<file path="src/rtl/col_psum_pkg.sv">
package col_psum_pkg;

  // Strobes passed from the command decoder to the datapath
  typedef struct packed {
    logic wrEn;     // write the addressed cache entry
    logic fresh;    // ignore old contents (load)
    logic addBias;  // include the bias word
    logic sparse;   // gate lanes with the lane mask
    logic rdEn;     // drain the addressed entry
    logic relu;     // clamp negatives on drain
  } psum_strobe_t;

endpackage

</file>
<file path="src/rtl/psum_lane_reduce.sv">
module psum_lane_reduce #(
  parameter int LANES  = 16,
  parameter int PROD_W = 16,
  parameter int SUM_W  = 38
) (
  input  logic [LANES*PROD_W-1:0] prodIn,
  input  logic [LANES-1:0]        laneMask,
  input  logic                    sparse,
  output logic signed [SUM_W-1:0] laneSum
);

  logic signed [SUM_W-1:0] gated [LANES];

  // One gate per lane; a lane drops out only on the sparse path
  for (genvar g = 0; g < LANES; g++) begin : g_lane
    logic [PROD_W-1:0] raw;
    logic              keep;
    assign raw       = prodIn[g*PROD_W +: PROD_W];
    assign keep      = sparse ? laneMask[g] : 1'b1;
    assign gated[g]  = keep ? {{(SUM_W-PROD_W){raw[PROD_W-1]}}, raw} : '0;
  end

  always_comb begin
    laneSum = '0;
    for (int i = 0; i < LANES; i++) begin
      laneSum = laneSum + gated[i];
    end
  end

endmodule

</file>
<file path="src/rtl/psum_ctrl.sv">
module psum_ctrl
  import col_psum_pkg::*;
(
  input  logic         accReq,
  input  logic         drainReq,
  input  logic         clearFirst,
  input  logic         biasEn,
  input  logic         denseEn,
  input  logic         reluEn,
  output psum_strobe_t strb
);

  // A drain claims the cycle; an accumulate issued with it is dropped
  always_comb begin
    strb         = '0;
    strb.rdEn    = drainReq;
    strb.relu    = drainReq & reluEn;
    strb.wrEn    = accReq & ~drainReq;
    strb.fresh   = clearFirst;
    strb.addBias = biasEn;
    strb.sparse  = ~denseEn;
  end

endmodule

</file>
<file path="src/rtl/psum_datapath.sv">
module psum_datapath
  import col_psum_pkg::*;
#(
  parameter int LANES  = 16,
  parameter int PROD_W = 16,
  parameter int ACC_W  = 32,
  parameter int DEPTH  = 32,
  localparam int ADDR_W = $clog2(DEPTH)
) (
  input  logic                    clk,
  input  logic                    rstN,
  input  psum_strobe_t            strb,
  input  logic [ADDR_W-1:0]       rowAddr,
  input  logic [LANES*PROD_W-1:0] prodIn,
  input  logic [LANES-1:0]        laneMask,
  input  logic [ACC_W-1:0]        biasIn,
  output logic                    resValid,
  output logic [ACC_W-1:0]        resData
);

  localparam int SUM_W = ACC_W + $clog2(LANES) + 2;
  localparam logic signed [SUM_W-1:0] MAX_W =
    {{(SUM_W-ACC_W+1){1'b0}}, {(ACC_W-1){1'b1}}};
  localparam logic signed [SUM_W-1:0] MIN_W =
    {{(SUM_W-ACC_W+1){1'b1}}, {(ACC_W-1){1'b0}}};

  logic [ACC_W-1:0]        cacheMem [DEPTH];
  logic [ACC_W-1:0]        rdWord;
  logic signed [SUM_W-1:0] laneSum;
  logic signed [SUM_W-1:0] baseTerm;
  logic signed [SUM_W-1:0] biasTerm;
  logic signed [SUM_W-1:0] total;
  logic [ACC_W-1:0]        satVal;

  psum_lane_reduce #(
    .LANES (LANES),
    .PROD_W(PROD_W),
    .SUM_W (SUM_W)
  ) u_reduce (
    .prodIn  (prodIn),
    .laneMask(laneMask),
    .sparse  (strb.sparse),
    .laneSum (laneSum)
  );

  assign rdWord = cacheMem[rowAddr];

  always_comb begin
    baseTerm = strb.fresh ? '0 : {{(SUM_W-ACC_W){rdWord[ACC_W-1]}}, rdWord};
    biasTerm = strb.addBias ? {{(SUM_W-ACC_W){biasIn[ACC_W-1]}}, biasIn} : '0;
    total    = baseTerm + laneSum + biasTerm;
    if (total > MAX_W) begin
      satVal = {1'b0, {(ACC_W-1){1'b1}}};
    end else if (total < MIN_W) begin
      satVal = {1'b1, {(ACC_W-1){1'b0}}};
    end else begin
      satVal = total[ACC_W-1:0];
    end
  end

  // Local partial-sum cache
  always_ff @(posedge clk or negedge rstN) begin
    if (!rstN) begin
      for (int i = 0; i < DEPTH; i++) cacheMem[i] <= '0;
    end else if (strb.wrEn) begin
      cacheMem[rowAddr] <= satVal;
    end
  end

  // Readout stage with optional rectified-linear clamp
  always_ff @(posedge clk or negedge rstN) begin
    if (!rstN) begin
      resValid <= 1'b0;
      resData  <= '0;
    end else begin
      resValid <= strb.rdEn;
      if (strb.rdEn) begin
        resData <= (strb.relu && rdWord[ACC_W-1]) ? '0 : rdWord;
      end
    end
  end

  // Assertion support: address seen in the previous cycle
  logic [ADDR_W-1:0] chkAddr;
  always_ff @(posedge clk or negedge rstN) begin
    if (!rstN) chkAddr <= '0;
    else       chkAddr <= rowAddr;
  end

  // valid follows a drain by one cycle
  a_r7_valid_after_drain: assert property (@(posedge clk) disable iff (!rstN)
    strb.rdEn |=> resValid);

  // no valid without a drain
  a_r7_no_spurious_valid: assert property (@(posedge clk) disable iff (!rstN)
    !strb.rdEn |=> !resValid);

  // clamped output is never negative
  a_r8_relu_nonneg: assert property (@(posedge clk) disable iff (!rstN)
    (strb.rdEn && strb.relu) |=> !resData[ACC_W-1]);

  // a drain leaves the addressed entry untouched
  a_r9_drain_keeps_entry: assert property (@(posedge clk) disable iff (!rstN)
    strb.rdEn |=> (cacheMem[chkAddr] == $past(rdWord)));

  // adding non-negative terms to a non-negative entry never wraps negative
  a_r10_no_wrap_up: assert property (@(posedge clk) disable iff (!rstN)
    (strb.wrEn && !strb.fresh && !rdWord[ACC_W-1] && !laneSum[SUM_W-1] &&
     (!strb.addBias || !biasIn[ACC_W-1]))
    |=> !cacheMem[chkAddr][ACC_W-1]);

endmodule

</file>
<file path="src/rtl/col_psum_adder.sv">
module col_psum_adder
  import col_psum_pkg::*;
#(
  parameter int LANES  = 16,
  parameter int PROD_W = 16,
  parameter int ACC_W  = 32,
  parameter int DEPTH  = 32,
  localparam int ADDR_W = $clog2(DEPTH)
) (
  input  logic                    clk,
  input  logic                    rstN,
  input  logic                    accReq,
  input  logic                    clearFirst,
  input  logic                    biasEn,
  input  logic [ACC_W-1:0]        biasIn,
  input  logic                    denseEn,
  input  logic [LANES-1:0]        laneMask,
  input  logic [LANES*PROD_W-1:0] prodIn,
  input  logic [ADDR_W-1:0]       rowAddr,
  input  logic                    drainReq,
  input  logic                    reluEn,
  output logic                    resValid,
  output logic [ACC_W-1:0]        resData
);

  psum_strobe_t strb;

  psum_ctrl u_ctrl (
    .accReq    (accReq),
    .drainReq  (drainReq),
    .clearFirst(clearFirst),
    .biasEn    (biasEn),
    .denseEn   (denseEn),
    .reluEn    (reluEn),
    .strb      (strb)
  );

  psum_datapath #(
    .LANES (LANES),
    .PROD_W(PROD_W),
    .ACC_W (ACC_W),
    .DEPTH (DEPTH)
  ) u_dp (
    .clk     (clk),
    .rstN    (rstN),
    .strb    (strb),
    .rowAddr (rowAddr),
    .prodIn  (prodIn),
    .laneMask(laneMask),
    .biasIn  (biasIn),
    .resValid(resValid),
    .resData (resData)
  );

endmodule

</file>
<file path="config.mk">
export PLATFORM = sky130hd
export DESIGN_NAME = col_psum_adder
export DESIGN_NICKNAME = d
export VERILOG_FILES = /design/src/rtl/col_psum_pkg.sv /design/src/rtl/psum_lane_reduce.sv /design/src/rtl/psum_ctrl.sv /design/src/rtl/psum_datapath.sv /design/src/rtl/col_psum_adder.sv
export SDC_FILE = /design/constraint.sdc
export NUM_CORES = 2
export LEC_CHECK = 0
export BUFFER_PORTS_ARGS = -buffer_cell sky130_fd_sc_hd__clkbuf_2
export CAP_MARGIN = 5
export CORE_UTILIZATION = 45
export DETAILED_ROUTE_END_ITERATION = 7
export HOLD_SLACK_MARGIN = 0.06
export SLEW_MARGIN = 30
export SYNTH_ARGS = -nofsm -noshare
export SYNTH_HDL_FRONTEND = slang
export SYNTH_SLANG_ARGS = --single-unit
export TNS_END_PERCENT = 1
</file>
<file path="constraint.sdc">
create_clock -name clk -period 9.8 [get_ports clk]
set_input_delay 1.96 -clock clk [delete_from_list [all_inputs] [get_ports clk]]
set_output_delay 1.96 -clock clk [all_outputs]
set_load 0.05 [all_outputs]
</file>
== Word level (Yosys, flattened, before mapping) ==
Cells that the tools add are included.
Word-level totals
  flip-flop bits (word level): 1057
  bits of input ports: 317
  logic and storage cells: 104
Cells by class
  add/sub/neg operators: 17
  magnitude comparators: 4
  muxes and demuxes: 43
  bitwise operators: 4
  reduce and logical (&&, ||, !) cells: 2
Operators by type and width (number)
  1024-bit bitwise mux: 1
  38-bit 2-to-1 mux: 18
  38-bit adder: 17
  32-bit 2-to-1 mux: 6
  32-bit binary-select mux with 5-bit select: 1
  32-bit demux with 5-bit select: 1
  38-bit by 32-bit greater-than comparator with 1-bit output (second input constant): 1
  38-bit by 32-bit less-than comparator with 1-bit output (second input constant): 1
  1-bit 2-to-1 mux: 16
  6-bit greater-or-equal comparator (second input constant): 1
  6-bit by 1-bit less-than comparator with 1-bit output (second input constant): 1
  5-bit inverter with 6-bit output: 1
  1-bit bitwise AND: 2
  1-bit logical AND: 2
  1-bit inverter: 1

== Logic depth before layout (Yosys ltp) ==
  depth in word-level cells: 23
  mapped depth: 32
  mapped depth without buffers: 25

== Cells and area by module ==
Synthesis repeated with hierarchy kept, for this count alone.
Unflattened totals
  cell total of the unflattened synthesis: 5591
  area total of the unflattened synthesis: 58472.3 um^2
Modules (own cells, without submodules)
  psum_datapath: instances 1, cells each 4659, area each 50363.3 um^2
  psum_lane_reduce: instances 1, cells each 926, area each 8066.5 um^2
  psum_ctrl: instances 1, cells each 6, area each 42.5 um^2

== Least setup slack after synthesis ==
OpenSTA, ideal clock, no wires.
  kind: input-to-reg
  start: in rowAddr[0]
  end: reg u_dp.cacheMem[637] (netlist bit)
  library setup time: 133 ps
  arrival time: 9733 ps
  slack: -66 ps
  stages on the path: 28
  path through: buf_2 > buf_1 > buf_1 > mux4_2 > a221oi_1 > and3_1 > or2_2 > fa_1 > inv_1 > fa_1 > fa_1 > inv_1 > fa_1 > inv_1 > ha_1 > ha_1 > fa_1 > a211oi_1 > o21ai_1 > a311oi_2 > a211oi_1 > or4_1 > a22oi_1 > a31oi_2 > buf_6 > a211oi_2 > buf_4 > a21oi_1
Between the ends
  word-level cells in the longest chain between the ends: 11
  elaborated cells on any way between the ends: 17
  classes of those cells: add/sub: 2; order compare: 4; mux: 9; bitwise: 1; reduce/logical: 1
RTL lines
  start, declared: line col_psum_adder.sv:19  | input logic [ADDR_W-1:0] rowAddr,
  5-bit inverter with 6-bit output (not written as such) (*): line psum_datapath.sv:46, psum_datapath.sv:66
  32-bit binary-select mux with 5-bit select: line psum_datapath.sv:46  | assign rdWord = cacheMem[rowAddr];
  32-bit 2-to-1 mux (not written as such) (2 in series): line psum_datapath.sv:46
  38-bit 2-to-1 mux: line psum_datapath.sv:49  | baseTerm = strb.fresh ? '0 : {{(SUM_W-ACC_W){rdWord[ACC_W-1]}}, rdWord};
  38-bit adder (2 in series): line psum_datapath.sv:51  | total = baseTerm + laneSum + biasTerm;
  38-bit by 32-bit less-than comparator with 1-bit output: line psum_datapath.sv:54  | end else if (total < MIN_W) begin
  32-bit 2-to-1 mux: line psum_datapath.sv:54
  32-bit 2-to-1 mux: line psum_datapath.sv:52  | if (total > MAX_W) begin
  1024-bit bitwise mux (*): line psum_datapath.sv:66  | cacheMem[rowAddr] <= satVal;
  end signal, assigned by index: line psum_datapath.sv:66
  end, declared: line psum_datapath.sv:27  | logic [ACC_W-1:0] cacheMem [DEPTH];
Mark *: on every way between the ends. The rest lies on a longest branch, timed or not. The select of a mux whose other input is x is not followed.
A chain may end at the register's enable or synchronous reset.

== Worst setup path after layout ==
  start: in rowAddr[0]
  end: reg u_dp.cacheMem[100] (netlist bit)
Same word-level chain as after synthesis.

==> results.toml <==
[yosys]
yosysUniqueCellTypes = 66
synth_most_common_cell = "nor2_1"
synth_enable_flop_cells = 0
yosysWarnings = 0
yosysSeqAreaShare_pct = 43.7
yosys.area.top_type = "dfrtp_1"
postSynth.asyncResetShare_pct = 100
synthTopCellsByCount = "nor2_1 (1149), dfrtp_1 (1057), a41oi_1 (525)"
synth_nets = 6520
syn_area_per_cell_um2 = 10.4
synth_seq_cells = 1057
synth_ff_type = "dfrtp_1"
yosys-top-cells-area = "dfrtp_1 (44%), fa_1 (11%), mux4_2 (9.5%)"
synth.top_cell.area_share_pct = 43.7
synthesis.area_um2 = 60600
synthCells = 5820

[final_layout]
nFillCells = 11800
final_nets = 6908
instances_no_fill = 8069
drive_gt1_share_pct = 22.6
area_delta_synth_final_pct = 18.5

[timing]
fmax_ghz = 0.105
slew_violations = 0
tns_ns = 0
finClkSkew_ns = 0.0264
period_minus_slack_ns = 9.53
tightest_slew_ns = 1.09
setup_viol = 0
hold_viol_final = 0
layout_worst_path_cycle_share_pct = 97.2
hold_slack_ns = 0.480
max_slew_margin_pct = 27.7

[place]
dpl.hpwl_um = 137000
place.port_buffers = 349
dp.cells = 7850
gp_congestion = 0.951

[grt]
grt_max_degree = 171
grt_usage_pct = 30.9
grt_pass1_wl_um = 315000
grt_pass1_vias = 49500
grt_overflow_total = 0
grt_antenna_before_repair = 13

[critical_path]
max_stage_delay_ns = 0.56
crit_path_max_fanout = 16
critPathCaptureType = "flop"
crit_arrival_ns = 10.07
startpoint = "rowAddr[0]"
critPathKind = "in -> reg"
required_ns = 10.35
startpoint_type = "primary input"
cpMaxStageDelayCell = "fa_1"
timing.rr.start = "u_dp.cacheMem[98]"

[clocking]
tritoncts = "yes"
ctsRootBufferMaster = "clkbuf_16"
path_clk_slew_ns = 0.06
numCtsBuffers = 104
clock_latency_ns = 0.73
ctsHtreeMaxLevel = 3
cts_hold_buffers = 0
cts.path.max_buffers = 3
cts.sink_count = 1057

[job]
maxCapViolations = 0

[die]
die_h_um = 369
start_util_pct = 45.4
rows = 134
die-area_um2 = 136000
die_w_um = 369
core_um2 = 133000
pin_count = 350

[route]
drt_iter0_markers = 5221
drc = 0
vias = 48500
antenna_left = 0
wl_um = 208000
dr.pass1.iters = 5
wl_per_cell_um = 25.8
viasPerCell = 6.01

[hold_path]
worstHoldPathType = "reg -> reg"
min_from = "u_dp.cacheMem[636]"

[outcome]
status = "complete, no violations"
## critical path: cells and delay by family
kind | cells | cell delay, ns
mux | 1 | 0.33
fa+ha+maj | 6 | 2.97
compound gates | 9 | 1.77
simple gates | 3 | 0.97
buf+inv | 14 | 2.00
## registers in the layout (all words and copies together), names as in the netlist
register,count
u_dp.resValid,1
u_dp.resData,32
u_dp.cacheMem,1024
## per-stage QoR
stage / area (µm²) / utilization [%] / setup WS [ns]
finish: 71800 / 53.8 / 0.271
global route: 71800 / 53.8 / -0.0278
CTS: 71400 / 53.5 / 0.0363
detailed placement: 67600 / 50.7 / -0.673
global placement: 67600 / 50.6 / -0.561
floorplan: 60600 / - / 0.0699
## path summary, 6_finish.rpt
check                                     end  cells after the start  slack [ns]
max                        u_dp.cacheMem[100]                     33        0.27
min in group asynchronous  u_dp.cacheMem[126]                      1        1.26
min reg2reg                u_dp.cacheMem[636]                      2        0.48
min                        u_dp.cacheMem[636]                      2        0.48
max in group asynchronous  u_dp.cacheMem[453]                      4        6.58
max reg2reg                u_dp.cacheMem[100]                     30        1.55
## final cells by class
cell class / count / area (µm²) / area share, %
clock inverter: 52 / 772 / 1.08
sequential: 1057 / 26500 / 36.8
inverter: 463 / 1740 / 2.42
multi-input combinational: 3721 / 30300 / 42.3
tap: 1768 / 2210 / 3.08
timing repair buffer: 861 / 7300 / 10.2
antenna: 6 / 15.0 / 0.0209
clock buffer: 141 / 2940 / 4.10
## metal layers
metal	wire length [µm]	share of wire, %	global-route usage (%)	up-vias
li1	-	-	-	21100
met1	83500	40	41.7	24800
met2	97700	47	48.6	2217
met3	17100	8.2	5.68	415
met4	9700	4.7	13.9	2
met5	13	0.0062	0	-
## cell usage in the layout, fill, tap and decap left out, types with 33 or more instances in the layout
master	netlist	final
a21oi_1	478	478
a22oi_1	83	82
a31oi_1	56	56
a41oi_1	525	525
and2_1	43	42
buf_12	0	116
buf_4	4	376
clkbuf_16	0	106
clkbuf_2	0	346
dfrtp_1	1057	1057
fa_1	341	340
ha_1	42	42
inv_1	463	463
mux4_2	256	256
nand2_1	304	304
nor2_1	1149	1115
nor2_4	0	34
nor2b_1	47	47
o21ai_0	52	51
o22ai_1	33	33
or2_2	57	57
## kinds of logic (layout without fill, tap and decap cells)
group | after synthesis | in the layout | share of synthesized area [%]
buf+inv | 1042 | 1517 | 6.79
fa+ha+maj | 383 | 383 | 12.1
mux | 260 | 260 | 9.59
compound gates | 1343 | 1343 | 15.8
flops | 1057 | 1057 | 43.7
simple gates | 1712 | 1712 | 11.7
xor+xnor | 23 | 23 | 0.333
other cells | 0 | 6 | 0
## timing repair
action                                  in CTS  in global routing
setup buffers                                0                 11
endpoints found under the hold margin        0                  0
endpoints found under the setup margin       0                992
gates resized for setup                      0                  9
Power is left out: the tool's default activity adds up to more than one toggle a clock period on the data nets, which glitch-free logic cannot reach.
